$ cat src/rtl/rowdec_pkg.sv
package rowdec_pkg;

   // gate levels needed to reduce `leaves` signals to one with fan-in `fanin`
   function automatic int tree_depth(input int leaves, input int fanin);
      int n;
      int d;
      n = leaves;
      d = 0;
      for (int i = 0; i < 64; i++) begin
         if (n > 1) begin
            n = (n + fanin - 1) / fanin;
            d++;
         end
      end
      return d;
   endfunction

   // number of gate outputs present after `lvl` levels
   function automatic int nodes_at(input int leaves, input int fanin, input int lvl);
      int n;
      n = leaves;
      for (int i = 0; i < lvl; i++) n = (n + fanin - 1) / fanin;
      return n;
   endfunction

   // register cuts inside a tree of the given depth
   function automatic int cut_count(input int depth, input int pipe_lvl);
      if (pipe_lvl == 0 || depth < 1) return 0;
      return (depth - 1) / pipe_lvl;
   endfunction

endpackage

$ cat src/rtl/rowdec_and_tree.sv
module rowdec_and_tree #(
   parameter int LEAVES   = 5,
   parameter int FANIN    = 2,
   parameter int PIPE_LVL = 1
) (
   input  logic              clk,
   input  logic              rst,
   input  logic [LEAVES-1:0] leaf,
   output logic              hit
);
   import rowdec_pkg::*;

   localparam int DEPTH  = tree_depth(LEAVES, FANIN);
   localparam int STAGES = cut_count(DEPTH, PIPE_LVL);

   generate
      if (LEAVES < 2) begin : g_bad_leaves
         $error("rowdec_and_tree: LEAVES must be at least 2");
      end
      if (FANIN < 2) begin : g_bad_fanin
         $error("rowdec_and_tree: FANIN must be at least 2");
      end
   endgenerate

   logic [LEAVES-1:0] lvl [0:DEPTH];
   assign lvl[0] = leaf;

   generate
      for (genvar k = 1; k <= DEPTH; k++) begin : g_lvl
         localparam int NPREV = nodes_at(LEAVES, FANIN, k - 1);
         localparam int NCUR  = nodes_at(LEAVES, FANIN, k);
         logic [LEAVES-1:0] nxt;

         always_comb begin
            nxt = '0;
            for (int j = 0; j < NCUR; j++) begin
               nxt[j] = 1'b1;                 // spare gate inputs sit at 1
               for (int i = 0; i < FANIN; i++) begin
                  if (j * FANIN + i < NPREV) nxt[j] = nxt[j] & lvl[k-1][j*FANIN+i];
               end
            end
         end

         if (PIPE_LVL != 0 && (k % PIPE_LVL) == 0 && k < DEPTH) begin : g_cut
            always_ff @(posedge clk) begin
               if (rst) lvl[k] <= '0;
               else     lvl[k] <= nxt;
            end
         end else begin : g_wire
            assign lvl[k] = nxt;
         end
      end
   endgenerate

   assign hit = lvl[DEPTH][0];

   // checker: a flat AND of the leaves, delayed by the same number of cuts
   logic ref_hit;
   generate
      if (STAGES > 0) begin : g_ref_dly
         logic [STAGES-1:0] dly;
         always_ff @(posedge clk) begin
            if (rst) dly <= '0;
            else begin
               dly[0] <= &leaf;
               for (int s = 1; s < STAGES; s++) dly[s] <= dly[s-1];
            end
         end
         assign ref_hit = dly[STAGES-1];
      end else begin : g_ref_flat
         assign ref_hit = &leaf;
      end
   endgenerate


   tree_match_chk: assert property (@(posedge clk) disable iff (rst) hit == ref_hit);

endmodule

$ cat src/rtl/rowsel_decoder.sv
module rowsel_decoder #(
   parameter int ADDR_W   = 4,
   parameter int FANIN    = 2,
   parameter int PIPE_LVL = 1,
   parameter bit IN_REG   = 1'b1,
   parameter bit OUT_REG  = 1'b1,
   parameter bit HAS_EN   = 1'b1,
   parameter bit ACT_LOW  = 1'b0
) (
   input  logic                 clk,
   input  logic                 rst,
   input  logic                 en,
   input  logic [ADDR_W-1:0]    addr,
   output logic [2**ADDR_W-1:0] lines
);
   import rowdec_pkg::*;

   localparam int NLINES  = 2 ** ADDR_W;
   localparam int LEAVES  = ADDR_W + 1;
   localparam int DEPTH   = tree_depth(LEAVES, FANIN);
   localparam int STAGES  = cut_count(DEPTH, PIPE_LVL);
   localparam int LATENCY = int'(IN_REG) + int'(OUT_REG) + STAGES;
   localparam logic [NLINES-1:0] IDLE = ACT_LOW ? '1 : '0;

   generate
      if (ADDR_W < 1 || ADDR_W > 10) begin : g_bad_width
         $error("rowsel_decoder: ADDR_W must lie in 1..10");
      end
      if (FANIN < 2) begin : g_bad_fanin
         $error("rowsel_decoder: FANIN must be at least 2");
      end
      if (PIPE_LVL < 0) begin : g_bad_pipe
         $error("rowsel_decoder: PIPE_LVL must not be negative");
      end
   endgenerate

   // enable literal: constant 1 when the pin is not in use
   logic en_lit;
   generate
      if (HAS_EN) begin : g_en
         assign en_lit = en;
      end else begin : g_no_en
         logic unused_en;
         assign unused_en = en;
         assign en_lit    = 1'b1;
      end
   endgenerate

   // optional input stage; reset clears the enable literal so rows stay idle
   logic [ADDR_W-1:0] addr_s;
   logic              en_s;
   generate
      if (IN_REG) begin : g_in_reg
         always_ff @(posedge clk) begin
            if (rst) begin
               addr_s <= '0;
               en_s   <= 1'b0;
            end else begin
               addr_s <= addr;
               en_s   <= en_lit;
            end
         end
      end else begin : g_in_wire
         assign addr_s = addr;
         assign en_s   = en_lit;
      end
   endgenerate

   // one bounded fan-in AND tree per row
   logic [NLINES-1:0] hit;
   generate
      for (genvar r = 0; r < NLINES; r++) begin : g_row
         localparam logic [ADDR_W-1:0] ROW = ADDR_W'(r);
         logic [LEAVES-1:0] leaf;
         assign leaf = {en_s, addr_s ^ ~ROW};
         rowdec_and_tree #(
            .LEAVES  (LEAVES),
            .FANIN   (FANIN),
            .PIPE_LVL(PIPE_LVL)
         ) tree_i (
            .clk (clk),
            .rst (rst),
            .leaf(leaf),
            .hit (hit[r])
         );
      end
   endgenerate

   logic [NLINES-1:0] pol;
   generate
      if (ACT_LOW) begin : g_low
         assign pol = ~hit;
      end else begin : g_high
         assign pol = hit;
      end
   endgenerate

   generate
      if (OUT_REG) begin : g_out_reg
         always_ff @(posedge clk) begin
            if (rst) lines <= IDLE;
            else     lines <= pol;
         end
      end else begin : g_out_wire
         assign lines = pol;
      end
   endgenerate

   // ---------------- checks ----------------

   one_active_chk: assert property (@(posedge clk) disable iff (rst)
      $onehot0(ACT_LOW ? ~lines : lines));

   logic rst_d;
   always_ff @(posedge clk) begin
      rst_d <= rst;
      if (OUT_REG && rst_d && !rst) begin

         reset_idle_chk: assert (lines == IDLE);
      end
   end

   // enable literal delayed by the full latency, as the checker's own view
   logic en_late;
   generate
      if (LATENCY > 0) begin : g_en_dly
         logic [LATENCY-1:0] en_pipe;
         always_ff @(posedge clk) begin
            if (rst) en_pipe <= '0;
            else begin
               en_pipe[0] <= en_lit;
               for (int s = 1; s < LATENCY; s++) en_pipe[s] <= en_pipe[s-1];
            end
         end
         assign en_late = en_pipe[LATENCY-1];
      end else begin : g_en_now
         assign en_late = en_lit;
      end
   endgenerate


   disabled_idle_chk: assert property (@(posedge clk) disable iff (rst)
      !en_late |-> lines == IDLE);

endmodule

$ cat config.mk
export PLATFORM = sky130hd
export DESIGN_NAME = rowsel_decoder
export DESIGN_NICKNAME = d
export VERILOG_FILES = /design/src/rtl/rowdec_pkg.sv /design/src/rtl/rowdec_and_tree.sv /design/src/rtl/rowsel_decoder.sv
export SDC_FILE = /design/constraint.sdc
export NUM_CORES = 1
export LEC_CHECK = 0
export ABC_AREA = 0
export BUFFER_PORTS_ARGS = -buffer_cell sky130_fd_sc_hd__clkbuf_2
export CAP_MARGIN = 0
export CORE_MARGIN = 3
export CORE_UTILIZATION = 28
export DETAILED_ROUTE_END_ITERATION = 7
export GPL_TIMING_DRIVEN = 0
export REMOVE_ABC_BUFFERS = 1
export SYNTH_ARGS = -nofsm -noshare
export SYNTH_HDL_FRONTEND = slang
export SYNTH_SLANG_ARGS = --single-unit
export TNS_END_PERCENT = 20
$ cat constraint.sdc
create_clock -name clk -period 0.8 [get_ports clk]
set_input_delay 0.16 -clock clk [delete_from_list [all_inputs] [get_ports clk]]
set_output_delay 0.16 -clock clk [all_outputs]
set_load 0.02 [all_outputs]
# Word level (Yosys, flattened, before mapping)
# Cells that the tools add are included.
# totals
reg_bits	101
output_inout_bits	16
# classes
bitwise_logic	73
# op_table
cell	count
$and 1x1->1	58
$not 2->2	6
$not 3->3	4
$not 1->1	4
$not 4->4	1

# Logic depth before layout (Yosys ltp)
# Gate-level depths: netlist (run 1).
# depth
ltp_word	2
depth_mapped	3

# Hierarchy
# Synthesis (run 1) repeated with hierarchy kept, for this count alone.
# hier_totals
cells_unflattened	224
hier_area_um2	2961.6
# modules_own_cells
module	n_inst	seq_area_each_um2	cells_per_inst	area_per_inst_um2
rowdec_and_tree	16	100.1	11	145.1
rowsel_decoder	1	420.4	48	639.4

# Least setup slack after synthesis (run 1)
# OpenSTA, ideal clock, no wires.
# synth_path
path_type	reg-to-reg
startpoint	register g_row[0].tree_i.lvl[6] (netlist bit)
endpoint	register lines[0]
path_stages_with_launch	3
path_slack_ns	0.061
setup_ns	0.116
t_arrival_ns	0.624
required_time_ns	0.684
n_path_buf	1
period_less_slack_ns	0.739
cell_sequence	dfxtp_1 > buf_2 > and3b_1
# synth_via
elab_chain_cells	1
# synth_lines
item	line	source
start, declared	rowdec_and_tree.sv:25	logic [LEAVES-1:0] lvl [0:DEPTH];
start signal, assigned by index	rowdec_and_tree.sv:47	else lvl[k] <= nxt;
$and 1x1->1	rowdec_and_tree.sv:39	if (j * FANIN + i < NPREV) nxt[j] = nxt[j] & lvl[k-1][j*FANIN+i];
end signal, assigned	rowsel_decoder.sv:102	else lines <= pol;
end, declared	rowsel_decoder.sv:14	output logic [2**ADDR_W-1:0] lines
# Every way passes these cells.
# A chain may end at the register's enable or synchronous reset.

# Worst setup path in the final report (run 1)
# layout_path
startpoint	register lines[8]
endpoint	output lines[8]
# No word-level cell between the ends.

==> reports/results.ini, run 1 <==
[grt]
grt_pass1_vias = 655
grt_use_total_pct = 6.60
grt_pass1_wl_um = 2880
overflow = 0
antenna_found_initial = 0
grt_max_degree = 48

[sta]
slew_headroom_pct = 73.8
finalCriticalPeriod_ns = 0.899
final.setup.worst_slack_ns = -0.0991
hold_viol_final = 0
period_share_pct = 112
clock.fmax_mhz = 1110
worstMarginPinSlew_ns = 0.394
hold_slack_ns = 0.0725
slew_violations = 0
setup_viol = 16
fin_worst_skew_ns = 0.00368
grt_setup_unrepaired = true

[hold_path]
whs_path_depth = 2
whs_endpoint = en_s$_SDFF_PP0_
hold_start = en
holdCritPathClass = input port to flop

[clock_network]
root_buffer = clkbuf_8
cts_tree = done
htreeDepth = 2
cts_buffer_depth = 2
cts_inserted_buffers = 5
numClockSinks = 47
clk_pin_slew_ns = 0.08
worstSkewPairLatency_ns = 0.29

[layout]
area_growth_pct = 29.4
fill_cells = 469
diodes = 0
drive_gt1_share_pct = 40.7
multiInputGateArea_um2 = 402
regArea_um2 = 962
final_cell_area_um2 = 1810
fin_nets = 130
postLayoutCoreUtil_pct = 37.8

[die]
fp.coreArea_um2 = 4790
die_y_um = 76.7
io_pins = 23
initial_core_util_pct = 29.2
die_area_um2 = 5880
num_rows = 25
chipWidth_um = 76.7

[synth]
syn_avg_cell_area_um2 = 14.0
synth_cell_types = 7
ys_ff_latch = 47
yosys_warnings = 0
synth_area_um2 = 1400
ys_seq_area_share_pct = 67.3
syn_inst = 100

[placement]
place_worst_setup_slack_ns = -0.316
globalplace.congestion = 0.704
port-buffer-count = 22
dpl_cell_area_um2 = 1540

[worst_setup_path]
path_buf_inv = 1
crit_fanout = 1
rr_startpoint = g_row[0].tree_i.lvl[6]$_SDFF_PP0_
r2r.worst_path.cells = 1
max_stage_delay_ns = 0.33
rrSetupSlack_ns = 0.11
crit_chain = buf_8
critical_path.top_delay_family = flip-flops
critical_path_class = flop to primary output
r2r_end = lines[4]$_SDFF_PP0_
worstPathRequired_ns = 0.64
crit_path_end_kind = primary output
crit_start = lines[8]$_SDFF_PP0_
slowest_stage = dfxtp_2
arrival_ns = 0.74
critPathLaunchType = flop

[outcome]
status = finished with violations
violations = setup timing

[route]
vias_per_cell = 3.73
drt-pass1-iter-count = 4
drt-total-wl_um = 1830
drt_iter0_drc = 20
ant_nets = 0
vias = 708
drc = 0
routedWlPerCell_um = 9.62

[power_and_ir_drop]
ir_drop_v = 0.000659
power.density_nw_per_um2 = 2140
leakage_nw = 0.862

[run]
maxCapViolations = 0

power by group:
group          internal (mW)  switching, mW  total [mW]
Sequential              2.38         0.0305        2.41
Clock                  0.677          0.694        1.37
Combinational         0.0503         0.0368      0.0871
Total                   3.10          0.761        3.86
worst max-delay path by stage:
stage                     slack, ns  cells after the start                                 end
final                          -0.1                      1                            lines[8]
after global routing          -0.13                      1                            lines[4]
after CTS                     -0.13                      1                            lines[8]
after detailed placement      -0.32                      2  g_row[3].tree_i.lvl[10]$_SDFF_PP0_
after global placement        -0.28                      2                lines[10]$_SDFF_PP0_
after floorplan                0.12                      1                lines[15]$_SDFF_PP0_
registers in the layout (all words and copies together) (netlist names):
name	flops
addr_s	4
en_s	1
g_row.tree_i.g_lvl.nxt	1
g_row.tree_i.lvl	25
lines	16
layout make-up:
cell class	count	area share, %
clock buffers	6	4.57
repair buffers	22	15.1
flip-flops and latches	47	53.2
well taps	67	4.64
clock inverters	1	0.277
multi-input cells	47	22.2
cells in the mapped netlist:
library cell	instances	area, µm²
and3b_1	34	298
dfxtp_1	47	941
nor3b_2	4	50.1
nor3_1	2	10.0
buf_2	2	10.0
buf_6	4	45.0
nor2b_1	7	43.8
per-layer routing:
| layer | routed length, µm | vias up | global-route usage (%) |
|---|---|---|---|
| met5 | 0 | - | 0 |
| met4 | 31 | 0 | 4.35 |
| met3 | 132 | 5 | 4.23 |
| met2 | 824 | 21 | 10.8 |
| met1 | 840 | 302 | 6.01 |
| li1 | - | 380 | - |
cells in the final DEF, fill, tap and decap left out:
master     n
and3b_1   34
dfxtp_1   30
dfxtp_2   17
buf_8     16
nor2b_1    7
clkbuf_8   6
clkbuf_2   5
nor3b_2    4
nor3_1     2
clkinv_2   1
clkbuf_4   1
cell families after synthesis:
kind of cell	Yosys count	synth area share [%]
flops	47	67.3
simple gates	47	28.7
buf+inv	6	3.94
per-stage QoR:
step	TNS [ns]	total power, mW	instances
final	-1.50	3.86	190
after global routing	-1.87	3.99	190
after CTS	-1.95	3.92	190
after detailed placement	-12.48	2.55	183
after global placement	-11.48	2.54	183
after floorplan	0	2.49	94
what timing repair did:
action,4_1_cts,5_1_grt
hold endpoints to repair,0,0
gates resized for setup,44,23
setup endpoints to repair,32,51
buffers inserted,0,0
hold buffers,0,0
(Power assumes the default switching activity.)
==> run 2: changes to the inputs <==
Clock period 0.8 ns to 1.2 ns, I/O delays scaled along.
==> run 2 against run 1 <==
The flow now finishes without violations. First-iteration DRC count down 10%. Critical path depth unchanged. Die area unchanged. Final area down 10%. Worst setup slack better by 0.29 ns. Critical path type unchanged. Largest cell class unchanged. Largest power group unchanged.
==> reports/results.ini, run 2 (same netlist as run 1, synthesis figures left out) <==
[power_and_ir_drop]
p_clk_share_pct = 35.5
leakage_nw = 0.812
internal-power_mw = 2.07
switching_share_pct = 19.7
finalPower_mw = 2.58
p_sw_mw = 0.507
seq_power_share_pct = 62.3
combPwrFrac_pct = 2.2
power.density_nw_per_um2 = 1590
ir_drop_v = 0.000439

[route]
vias = 704
route.layer.met1.wl_um = 846
vias_per_cell = 3.71
routed.top_layer = met4
drt-pass1-iter-count = 4
drt_iter0_drc = 18
drc = 0
drt-total-wl_um = 1830
wl_met3_um = 152
ant_nets = 0
route.met2.wl_um = 796
routedWlPerCell_um = 9.61

[grt]
antenna_found_initial = 0
overflow = 0
grt_pass1_wl_um = 2930
grt_use_total_pct = 6.67
grt_pass1_vias = 652
grt_max_degree = 48

[layout]
fill_cells = 481
regMostFlops = g_row.tree_i.lvl
fin_nets = 130
largest_reg_flops = 25
final_common_cell = dfxtp_1
reg_top3 = g_row.tree_i.lvl x25, lines x16, addr_s x4
final_cell_mix = dfxtp_1 (47), and3b_1 (34), clkbuf_2 (22)
drive_gt1_share_pct = 26.8
area_growth_pct = 16.2
diodes = 0

[sta]
fin_worst_skew_ns = 0.00275
setup_tns_ns = 0
grt_setup_unrepaired = false
worstMarginPinSlew_ns = 0.716
hold_viol_final = 0
period_share_pct = 84.1
clock.fmax_mhz = 991
setup_viol = 0
finalCriticalPeriod_ns = 1.01
slew_headroom_pct = 52.2
slew_violations = 0

[worst_setup_path]
arrival_ns = 0.77
rrSetupSlack_ns = 0.40
critical_path.top_delay_family = flip-flops
worstPathRequired_ns = 0.96
crit_path_end_kind = primary output
path_buf_inv = 1
crit_fanout = 1
r2r.worst_path.cells = 1
crit_chain = clkbuf_2
r2r_end = lines[4]$_SDFF_PP0_
slowest_stage = dfxtp_1
rr_startpoint = g_row[0].tree_i.lvl[6]$_SDFF_PP0_
critPathLaunchType = flop
critical_path_class = flop to primary output
max_stage_delay_ns = 0.32

[placement]
globalplace.congestion = 0.704
port-buffer-count = 22

[clock_network]
worstSkewPairLatency_ns = 0.29
hold_buffers = 0
htreeDepth = 2
clk_pin_slew_ns = 0.08
numClockSinks = 47
post-cts-setup-buffer-count = 0
cts_inserted_buffers = 5
cts_tree = done
root_buffer = clkbuf_8
ctsResizeCount = 0
cts_buffer_depth = 2

[die]
die_area_um2 = 5880
io_pins = 23
chipWidth_um = 76.7
die_y_um = 76.7
initial_core_util_pct = 29.2
num_rows = 25
fp.coreArea_um2 = 4790

[run]
maxCapViolations = 0

[outcome]
status = finished clean

[hold_path]
whs_path_depth = 2
whs_endpoint = en_s$_SDFF_PP0_
holdCritPathClass = input port to flop
hold_start = en

-- run 2: cell count changes in the layout (fill, tap and decap cells not counted) --
cell      before  now
dfxtp_1       30   47
dfxtp_2       17    0
clkbuf_4       1    0
buf_8         16    0
clkbuf_2       5   22
-- run 2: worst max-delay path by stage --
stage	end	cells after the start	from	slack, ns
5_1_grt	lines[4]	1	lines[4]$_SDFF_PP0_	0.15
3_3_place_gp	lines[10]$_SDFF_PP0_	2	rst	0.04
4_1_cts	lines[8]	1	lines[8]$_SDFF_PP0_	0.17
3_5_place_dp	g_row[3].tree_i.lvl[10]$_SDFF_PP0_	2	rst	0.004
2_1_floorplan	lines[15]$_SDFF_PP0_	1	g_row[0].tree_i.lvl[6]$_SDFF_PP0_	0.52
6_report	lines[8]	1	lines[8]$_SDFF_PP0_	0.19
-- run 2: layout make-up --
class / instances / area (µm²) / share of cell area [%]
clock inverters: 1 / 5.00 / 0.308
well taps: 67 / 83.8 / 5.16
repair buffers: 22 / 110 / 6.78
flip-flops and latches: 47 / 941 / 57.9
clock buffers: 6 / 82.6 / 5.08
multi-input cells: 47 / 402 / 24.7
-- run 2: stage by stage --
stage / std cells / utilization (%) / setup WS (ns) / hold slack, ns / instance area [µm²]
2_1_floorplan: 94 / - / 0.524 / 0.311 / 1340
3_3_place_gp: 183 / 32.1 / 0.0355 / 0.417 / 1540
3_5_place_dp: 183 / 32.1 / 0.00422 / 0.427 / 1540
4_1_cts: 190 / 33.9 / 0.168 / 0.140 / 1620
5_1_grt: 190 / 33.9 / 0.146 / 0.157 / 1620
6_report: 190 / 33.9 / 0.190 / 0.152 / 1620
-- run 2: routing by layer --
| layer | GRT usage, % | vias to the layer above |
|---|---|---|
| li1 | - | 380 |
| met1 | 6.23 | 298 |
| met2 | 10.4 | 21 |
| met4 | 4.35 | 0 |
| met5 | 0 | - |
| met3 | 4.81 | 5 |
-- run 2: power groups by stage --
stage	logic (mW)	registers [mW]	clock network, mW
2_1_floorplan	0.0295	1.63	0
3_3_place_gp	0.0570	1.64	0
3_5_place_dp	0.0587	1.64	0
4_1_cts	0.0591	1.60	0.950
5_1_grt	0.0658	1.61	0.987
6_report	0.0578	1.60	0.914
